`config.mk`:
```
export PLATFORM = sky130hd
export DESIGN_NAME = clkout_divider
export DESIGN_NICKNAME = d
export VERILOG_FILES = /design/src/rtl/clkdiv_pkg.sv /design/src/rtl/clkdiv_prescaler.sv /design/src/rtl/clkdiv_tap_mux.sv /design/src/rtl/clkdiv_sync_gate.sv /design/src/rtl/clkout_divider.sv
export SDC_FILE = /design/constraint.sdc
export NUM_CORES = 1
export LEC_CHECK = 0
export CAP_MARGIN = 20
export CORE_AREA = 2 2 72 46
export DETAILED_ROUTE_END_ITERATION = 8
export DIE_AREA = 0 0 74 48
export PLACE_DENSITY = 0.73
export SLEW_MARGIN = 15
export SYNTH_ARGS = -nofsm -noshare
export SYNTH_HDL_FRONTEND = slang
export SYNTH_SLANG_ARGS = --single-unit
```
`constraint.sdc`:
```
create_clock -name clk_ref -period 5.7 [get_ports clk_ref]
set_input_delay 0.855 -clock clk_ref [delete_from_list [all_inputs] [get_ports clk_ref]]
set_output_delay 0.855 -clock clk_ref [all_outputs]
set_load 0.01 [all_outputs]
```
`src/rtl/clkdiv_pkg.sv`:
```
// Shared constants, field positions and types for the clock output divider.
// Assumes the reference runs at twice the fastest output rate.
package clkdiv_pkg;

    localparam int REG_W     = 8;
    localparam int CODE_W    = 3;
    localparam int NUM_RATES = 6;
    localparam int OE_BIT    = 7;
    localparam int SYNC_BIT  = 6;
    localparam int FLAG_BIT  = 6;

    // Counter bit whose toggling gives the output for a rate code.
    function automatic int tap_index(input int code);
        case (code)
            0:       return 0;
            1:       return 2;
            2:       return 5;
            3:       return 9;
            4:       return 10;
            default: return 15;
        endcase
    endfunction

    localparam int CNT_W = tap_index(NUM_RATES - 1) + 1;

    typedef struct packed {
        logic              oe;
        logic [CODE_W-1:0] code;
    } rate_sel_t;

endpackage

```
`src/rtl/clkdiv_prescaler.sv`:
```
// Free-running binary counter shared by all output rates.
// Assumes nothing beyond a running clk_ref; wraps silently.
module clkdiv_prescaler #(
    parameter int WIDTH = clkdiv_pkg::CNT_W
) (
    input  logic             clk_ref,
    input  logic             rst_n,
    output logic [WIDTH-1:0] cnt_nxt
);

    logic [WIDTH-1:0] cnt_q;

    assign cnt_nxt = cnt_q + 1'b1;

    // Advance the counter by one each reference cycle.
    always_ff @(posedge clk_ref) begin
        if (!rst_n) cnt_q <= '0;
        else        cnt_q <= cnt_nxt;
    end

    // every rate tap relies on a strictly incrementing count
    p_count_step_r3: assert property (@(posedge clk_ref) disable iff (!rst_n)
        1'b1 |=> cnt_q == $past(cnt_q) + 1'b1);

endmodule

```
`src/rtl/clkdiv_tap_mux.sv`:
```
// Selects the next value of the counter bit that belongs to a rate code.
// Assumes the code is stable for the cycle; flags codes with no rate.
module clkdiv_tap_mux #(
    parameter int WIDTH  = clkdiv_pkg::CNT_W,
    parameter int CODE_W = clkdiv_pkg::CODE_W,
    parameter int NUM    = clkdiv_pkg::NUM_RATES
) (
    input  logic [WIDTH-1:0]  cnt_nxt,
    input  logic [CODE_W-1:0] code,
    output logic              tap_nxt,
    output logic              tap_ok
);

    logic [NUM-1:0] hit;
    logic           unused_cnt;

    // One decoded tap per supported rate.
    for (genvar g = 0; g < NUM; g++) begin : g_tap
        assign hit[g] = (code == CODE_W'(g)) && cnt_nxt[clkdiv_pkg::tap_index(g)];
    end

    assign tap_nxt    = |hit;
    assign tap_ok     = (code < CODE_W'(NUM));
    assign unused_cnt = ^cnt_nxt;

endmodule

```
`src/rtl/clkdiv_sync_gate.sv`:
```
// Holds the active rate and enable, decides when a written setting takes
// over, and shapes the output so each high phase starts fresh.
// Assumes tap_nxt/tap_ok are decoded from act_code by the tap mux.
module clkdiv_sync_gate
    import clkdiv_pkg::*;
(
    input  logic              clk_ref,
    input  logic              rst_n,
    input  rate_sel_t         cfg_sel,
    input  logic              sync_en,
    input  logic              tap_nxt,
    input  logic              tap_ok,
    output logic [CODE_W-1:0] act_code,
    output logic              clk_out,
    output logic              take
);

    rate_sel_t act_q;
    logic      armed_q;
    logic      out_q;
    logic      run;
    logic      armed_d;
    logic      out_d;
    logic      pending;
    logic      fall;

    // Next output under the active setting and the switch-over decision.
    always_comb begin
        run     = act_q.oe && tap_ok;
        armed_d = run && (armed_q || !tap_nxt);
        out_d   = armed_d && tap_nxt;
        pending = (cfg_sel != act_q);
        fall    = out_q && !out_d;
        take    = pending && (!sync_en || !run || !armed_q || fall);
    end

    // Adopt the written setting or keep following the selected tap.
    always_ff @(posedge clk_ref) begin
        if (!rst_n) begin
            act_q   <= '0;
            armed_q <= 1'b0;
            out_q   <= 1'b0;
        end else if (take) begin
            act_q   <= cfg_sel;
            armed_q <= 1'b0;
            out_q   <= 1'b0;
        end else begin
            armed_q <= armed_d;
            out_q   <= out_d;
        end
    end

    assign act_code = act_q.code;
    assign clk_out  = out_q;

    // no active rate means a low output
    p_idle_low_r2: assert property (@(posedge clk_ref) disable iff (!rst_n)
        !(act_q.oe && tap_ok) |-> !out_q);

    // a running synchronised output that is low never switches
    p_sync_hold_r6: assert property (@(posedge clk_ref) disable iff (!rst_n)
        (sync_en && act_q.oe && tap_ok && armed_q && !out_q) |=> $stable(act_q));

endmodule

```
`src/rtl/clkout_divider.sv`:
```
// Top of the clock output divider: register capture, flag, and the
// counter, tap selection and switching stages.
// Assumes clk_ref at 65.536 kHz and writes synchronous to it.
module clkout_divider
    import clkdiv_pkg::*;
(
    input  logic             clk_ref,
    input  logic             rst_n,
    input  logic             cfg_we,
    input  logic [REG_W-1:0] cfg_wdata,
    input  logic             stat_we,
    input  logic [REG_W-1:0] stat_wdata,
    output logic             clk_out,
    output logic             clk_flag
);

    rate_sel_t         cfg_sel_q;
    logic              cfg_sync_q;
    logic              flag_q;
    logic [CNT_W-1:0]  cnt_nxt;
    logic [CODE_W-1:0] act_code;
    logic              tap_nxt;
    logic              tap_ok;
    logic              take;
    logic              unused_bits;

    assign unused_bits = ^{cfg_wdata[5:CODE_W], stat_wdata[REG_W-1], stat_wdata[FLAG_BIT-1:0]};

    // Capture the written clock-output register fields.
    always_ff @(posedge clk_ref) begin
        if (!rst_n) begin
            cfg_sel_q  <= '0;
            cfg_sync_q <= 1'b0;
        end else if (cfg_we) begin
            cfg_sel_q.oe   <= cfg_wdata[OE_BIT];
            cfg_sel_q.code <= cfg_wdata[CODE_W-1:0];
            cfg_sync_q     <= cfg_wdata[SYNC_BIT];
        end
    end

    // Set the flag on a switch-over; clear it on a zero status write.
    always_ff @(posedge clk_ref) begin
        if (!rst_n)                              flag_q <= 1'b0;
        else if (take)                           flag_q <= 1'b1;
        else if (stat_we && !stat_wdata[FLAG_BIT]) flag_q <= 1'b0;
    end

    assign clk_flag = flag_q;

    clkdiv_prescaler #(.WIDTH(CNT_W)) u_prescaler (
        .clk_ref (clk_ref),
        .rst_n   (rst_n),
        .cnt_nxt (cnt_nxt)
    );

    clkdiv_tap_mux #(.WIDTH(CNT_W), .CODE_W(CODE_W), .NUM(NUM_RATES)) u_tap_mux (
        .cnt_nxt (cnt_nxt),
        .code    (act_code),
        .tap_nxt (tap_nxt),
        .tap_ok  (tap_ok)
    );

    clkdiv_sync_gate u_sync_gate (
        .clk_ref  (clk_ref),
        .rst_n    (rst_n),
        .cfg_sel  (cfg_sel_q),
        .sync_en  (cfg_sync_q),
        .tap_nxt  (tap_nxt),
        .tap_ok   (tap_ok),
        .act_code (act_code),
        .clk_out  (clk_out),
        .take     (take)
    );

    // a switch-over always raises the flag
    p_flag_set_r9: assert property (@(posedge clk_ref) disable iff (!rst_n)
        take |=> clk_flag);

    // a zero write to the flag bit clears it when no switch competes
    p_flag_clear_r10: assert property (@(posedge clk_ref) disable iff (!rst_n)
        (stat_we && !stat_wdata[FLAG_BIT] && !take) |=> !clk_flag);

endmodule

```
# == Yosys cells after proc, flatten, opt, wreduce, memory -nomap -nowiden ==
# Cells that the tools add are included.
# classes
bitwise,1
reduce_logical,26
order_cmp,1
eq_ne,6
addsub,1
mux,2
# op_table
cell,count
adder 16 x 1 -> 16 bit (second input constant),1
logical AND 1 bit,12
== test 3 x 2 -> 1 bit (second input constant),2
== test 3 bit (second input constant),2
logical NOT 1 bit,6
OR reduction 6 bit,1
logical OR 1 bit,4
!= test 4 bit,1
== test 3 x 1 -> 1 bit (second input constant),1
logical NOT 3 bit,1
less-than comparator 3 bit (second input constant),1
two-way mux 1 bit,2
nonzero test 2 bit,1
OR reduction 2 bit,1
NOT 1 bit,1
# totals
wordCells,46
in_bits,20
register_bits,28
out_inout_bits,2

# == Logic depth before layout (Yosys ltp) ==
# logic_depth
word_depth,12
depth_mapped,7
mapped_depth_nobuf,7

# == Modules after synthesis ==
# A second synthesis with hierarchy kept.
# hier_totals
cells_unflattened,155
hier_area_um2,1492.7
# by_module_without_submodules
mod,instances,cells_per_inst,area_per_inst_um2,seq_area_each_um2
clkdiv_prescaler,1,94,889.6,320.3
clkdiv_sync_gate,1,36,322.8,120.1
clkout_divider,1,20,229.0,120.1
clkdiv_tap_mux,1,5,51.3,0.0

# == Least setup slack after synthesis ==
# OpenSTA, ideal clock, no wires.
# synth_timing
kind,reg-to-reg
from,reg u_prescaler.cnt_q[0]
to,reg u_sync_gate.armed_q
period_less_slack_ns,2.075
t_arrival_ns,1.956
path_stages_with_launch,8
required_time_ns,5.581
setup_time_ns,0.119
setup_slack_ns,3.625
n_path_buf,0
cell_sequence,dfxtp_1 > ha_1 > nand4_1 > nor3_1 > xnor2_1 > o221ai_1 > o31a_2 > o221a_2
# synth_via
elab_chain_cells,12
word_cells_on_any_way,17
cone_classes,add/sub (1); reduce/logical (16)
# synth_rtl
item,line_no,text
"start, declared",clkdiv_prescaler.sv:11,logic [WIDTH-1:0] cnt_q;
"start signal, assigned",clkdiv_prescaler.sv:18,else cnt_q <= cnt_nxt;
adder 16 x 1 -> 16 bit *,clkdiv_prescaler.sv:13,assign cnt_nxt = cnt_q + 1'b1;
logical AND 1 bit,clkdiv_tap_mux.sv:19,assign hit[g] = (code == CODE_W'(g)) && cnt_nxt[clkdiv_pkg::tap_index(g)];
OR reduction 6 bit *,clkdiv_tap_mux.sv:22,assign tap_nxt = |hit;
logical NOT 1 bit,clkdiv_sync_gate.sv:30,armed_d = run && (armed_q || !tap_nxt);
logical OR 1 bit,clkdiv_sync_gate.sv:30,
logical AND 1 bit,clkdiv_sync_gate.sv:30,
logical AND 1 bit,clkdiv_sync_gate.sv:31,out_d = armed_d && tap_nxt;
logical NOT 1 bit,clkdiv_sync_gate.sv:33,fall = out_q && !out_d;
logical AND 1 bit,clkdiv_sync_gate.sv:33,
logical OR 1 bit,clkdiv_sync_gate.sv:34,take = pending && (!sync_en || !run || !armed_q || fall);
logical AND 1 bit,clkdiv_sync_gate.sv:34,
OR reduction 2 bit (no line),-,
"end signal, assigned",clkdiv_sync_gate.sv:48,armed_q <= armed_d;
"end, declared",clkdiv_sync_gate.sv:19,logic armed_q;
# Every way passes the cells marked *; elsewhere a longest branch is shown, timed or not.
# A chain may end at the register's enable or synchronous reset.

==> flow_metrics.env <==
export IMPL_cts_root_buffer="clkbuf_8"
export IMPL_die_w_um=74
export IMPL_async_flop_share_pct=0
export IMPL_drv_cap=0
export IMPL_report_final_slew_viol_count=0
export IMPL_cts_inserted_buffers=3
export IMPL_clk_path_buf_depth=2
export IMPL_rows=15
export IMPL_rsz0062_at_grt="no"
export IMPL_p_int_uw=281
export IMPL_synth_top_area_share_pct=40.2
export IMPL_synth_top_family_by_area="simple AND/OR/NAND/NOR gates"
export IMPL_power_share_switching_pct=23.1
export IMPL_postCtsSetupBuffers=0
export IMPL_muxShareOfSynthArea_pct=3.59
export IMPL_seqPwrFrac_pct=56.9
export IMPL_ant_nets=0
export IMPL_postCtsHoldBufs=0
export IMPL_final_min_clock_period_ns=2.49
export IMPL_fin_skew_ns=0.00647
export IMPL_route_detailed_wl_per_inst_um=13.5
export IMPL_cts_tree="built"
export IMPL_worstPathMaxFanout=31
export IMPL_hp_class="flop to flop"
export IMPL_powerDensity_nw_per_um2=231
export IMPL_netlist_area_um2=1390
export IMPL_switching_power_uw=84.5
export IMPL_grtUsageTotal_pct=17.7
export IMPL_final_util_pct=56.0
export IMPL_pwr_share_clk_pct=34.0
export IMPL_avgSynthCellArea_um2=9.17
export IMPL_peakVddDrop_uv=109
export IMPL_endpoint_kind="flop"
export IMPL_finalPower_uw=366
export IMPL_arrival_ns=2.68
export IMPL_grt_pass1_wl_um=4690
export IMPL_syn_to_final_growth_pct=13.8
export IMPL_crit_chain="clkdlybuf4s50_1 -> nand2_1 -> or4_1 -> o2111ai_1"
export IMPL_fin_crit_sh_pct=43.7
export IMPL_vias=1088
export IMPL_yosysSeqAreaShare_pct=40.2
export IMPL_drive_above_1_share_pct=10.5
export IMPL_synth_area_leaders="dfxtp_1 (40%), xnor2_1 (9.4%), and2_1 (4.5%), nor2b_1 (4.5%), mux2i_1 (3.6%)"
export IMPL_grt_overflow=0
export IMPL_port_buffers=11
export IMPL_antenna_found_initial=0
export IMPL_synth_cell_types=39
export IMPL_drt_iter0_drc=63
export IMPL_synth_simple_area_share_pct=28.7
export IMPL_worst_slew_pin_slew_ns=0.902
export IMPL_drt_vias_per_instance=5.33
export IMPL_status="complete, no violations"
export IMPL_wirelength_um=2760
export IMPL_grt_max_degree=32
export IMPL_leakage_uw=0.000521
export IMPL_clk_latency_ns=0.28
export IMPL_cp_start_kind="input port"
export IMPL_fp_dieH_um=48
export IMPL_synth_xor_area_share_pct=10.7
export IMPL_synth_edf_count=0
export IMPL_syn_inst=152
export IMPL_cpPeakStageDelay_ns=1.06
export IMPL_relSlewSlack_pct=39.7
export IMPL_yosys_warnings=0
export IMPL_core_um2=2830
export IMPL_place_hpwl_um=2010
export IMPL_fill_cells=256
export IMPL_dieArea_um2=3550
export IMPL_worst_path_buf_inv=1
export IMPL_combPwrFrac_pct=9.1
export IMPL_clk_pin_slew_ns=0.10
export IMPL_crit_family="buffers and inverters"
export IMPL_fmax_mhz=402
export IMPL_setup_viol=0
export IMPL_antenna_cells=0
export IMPL_preCtsSetupSlack_ns=2.93
export IMPL_synth_compound_area_share_pct=12.5
export IMPL_htreeDepth=1
export IMPL_synth_area_leader_cell="dfxtp_1"
export IMPL_drc=0
export IMPL_finalHoldViolCount=0
export IMPL_drt_pre_antenna_iters=4
export IMPL_yosys_register_bits=28
export IMPL_setup_slack_ns=3.21
export IMPL_place_gp_congestion=0.830
export IMPL_fin_nets=184
export IMPL_cts_num_sinks=28
export IMPL_post_cts_resized=0
export IMPL_synth_adder_area_share_pct=0.898
export IMPL_pin_count=22
export IMPL_syn_num_nets=173
export IMPL_cp_slowest_cell="clkdlybuf4s50_1"
export IMPL_crit_type="input port to flop"
export IMPL_grt_pass1_vias=1039
export IMPL_required_ns=5.90
export IMPL_synth_ff_type="dfxtp_1"
export IMPL_fin_setup_tns_ns=0
export IMPL_initial_core_util_pct=49.2
-- final cells by class --
class | instances | area, um^2 | area share [%]
multi-input cells | 113 | 786 | 49.5
flip-flops and latches | 28 | 561 | 35.3
repair buffers | 11 | 110 | 6.94
clock buffers | 4 | 55.1 | 3.47
well taps | 42 | 52.6 | 3.31
inverters | 6 | 22.5 | 1.42
-- worst paths after layout --
| kind | from | end | slack (ns) | cells past startpoint |
|---|---|---|---|---|
| max | rst_n | u_sync_gate.act_code[1] | 3.21 | 4 |
| min | u_sync_gate.armed_q | u_sync_gate.clk_out | 0.51 | 2 |
| max reg2reg | u_prescaler.cnt_q[0] | u_sync_gate.act_code[2] | 3.27 | 7 |
| min reg2reg | u_sync_gate.armed_q | u_sync_gate.clk_out | 0.51 | 2 |
-- routing by layer --
| layer | GRT usage, % | part of all wire, % | wire length, um | up-vias |
|---|---|---|---|---|
| met4 | 8.36 | 2.4 | 67 | 0 |
| met2 | 26.4 | 43 | 1180 | 24 |
| met3 | 4.21 | 3.5 | 98 | 9 |
| met5 | 0 | 0 | 0 | - |
| met1 | 24.6 | 51 | 1420 | 501 |
| li1 | - | - | - | 554 |
-- synthesized netlist by cell type (all sizes together) (2+ instances only) --
cell / count
a21boi: 2
a31oi: 3
and2: 11
and3: 3
clkbuf: 3
dfxtp: 28
inv: 6
mux2i: 5
nand2: 13
nand3: 9
nand4: 6
nor2: 5
nor2b: 10
nor3: 4
o2111ai: 3
o21ai: 4
or3: 4
or4: 3
xnor2: 15
xor2: 2
-- registers in the layout, summed over array words and instances (netlist names) --
| signal | flops |
|---|---|
| clk_flag | 1 |
| u_sync_gate.act_code | 3 |
| u_prescaler.cnt_q | 16 |
| cfg_sync_q | 1 |
| u_sync_gate.act_q | 1 |
| cfg_sel_q | 4 |
| u_sync_gate.armed_q | 1 |
| u_sync_gate.clk_out | 1 |
-- tightest hold or removal path: cells and delay by family, from the launching register on --
family / cells / cell delay [ns]
AOI/OAI and AO/OA: 1 / 0.04
DFF: 1 / 0.35
and+or+nand+nor: 1 / 0.07
-- placed cells by master, fill, tap and decap left out, types with 3 or more instances in the layout --
cell | Yosys | routed
or4_1 | 3 | 3
o2111ai_1 | 3 | 3
clkdlybuf4s50_1 | 0 | 11
inv_1 | 6 | 6
xnor2_1 | 15 | 15
mux2i_1 | 5 | 5
nor3_1 | 4 | 4
nand4_1 | 6 | 6
nor2b_1 | 10 | 10
clkbuf_8 | 0 | 4
nand3_1 | 8 | 8
nand2_1 | 13 | 13
and2_1 | 10 | 10
o21ai_0 | 3 | 3
dfxtp_1 | 28 | 28
nor2_1 | 5 | 5
-- stage by stage --
| step | instances | hold slack [ns] | cell area (um^2) |
|---|---|---|---|
| 2_1_floorplan | 152 | 0.439 | 1390 |
| 3_3_place_gp | 200 | 0.451 | 1530 |
| 3_5_place_dp | 200 | 0.473 | 1530 |
| 4_1_cts | 204 | 0.497 | 1590 |
| 5_1_grt | 204 | 0.521 | 1590 |
| 6_report | 204 | 0.508 | 1590 |
-- logic make-up after synthesis --
group	after synthesis
AOI/OAI and AO/OA	20
DFF	28
xor gates and xnor gates	17
muxes	5
buffers and inverters	11
adders and majority gates	1
and+or+nand+nor	70
-- power groups by stage --
| stage | clock (uW) | combinational [uW] | sequential [uW] |
|---|---|---|---|
| after floorplan | 0 | 21.3 | 211 |
| after global placement | 0 | 32.2 | 212 |
| after detailed placement | 0 | 33.3 | 212 |
| after CTS | 126 | 33.5 | 208 |
| after global routing | 137 | 36.9 | 209 |
| final | 124 | 33.5 | 208 |
(Power assumes the default switching activity.)
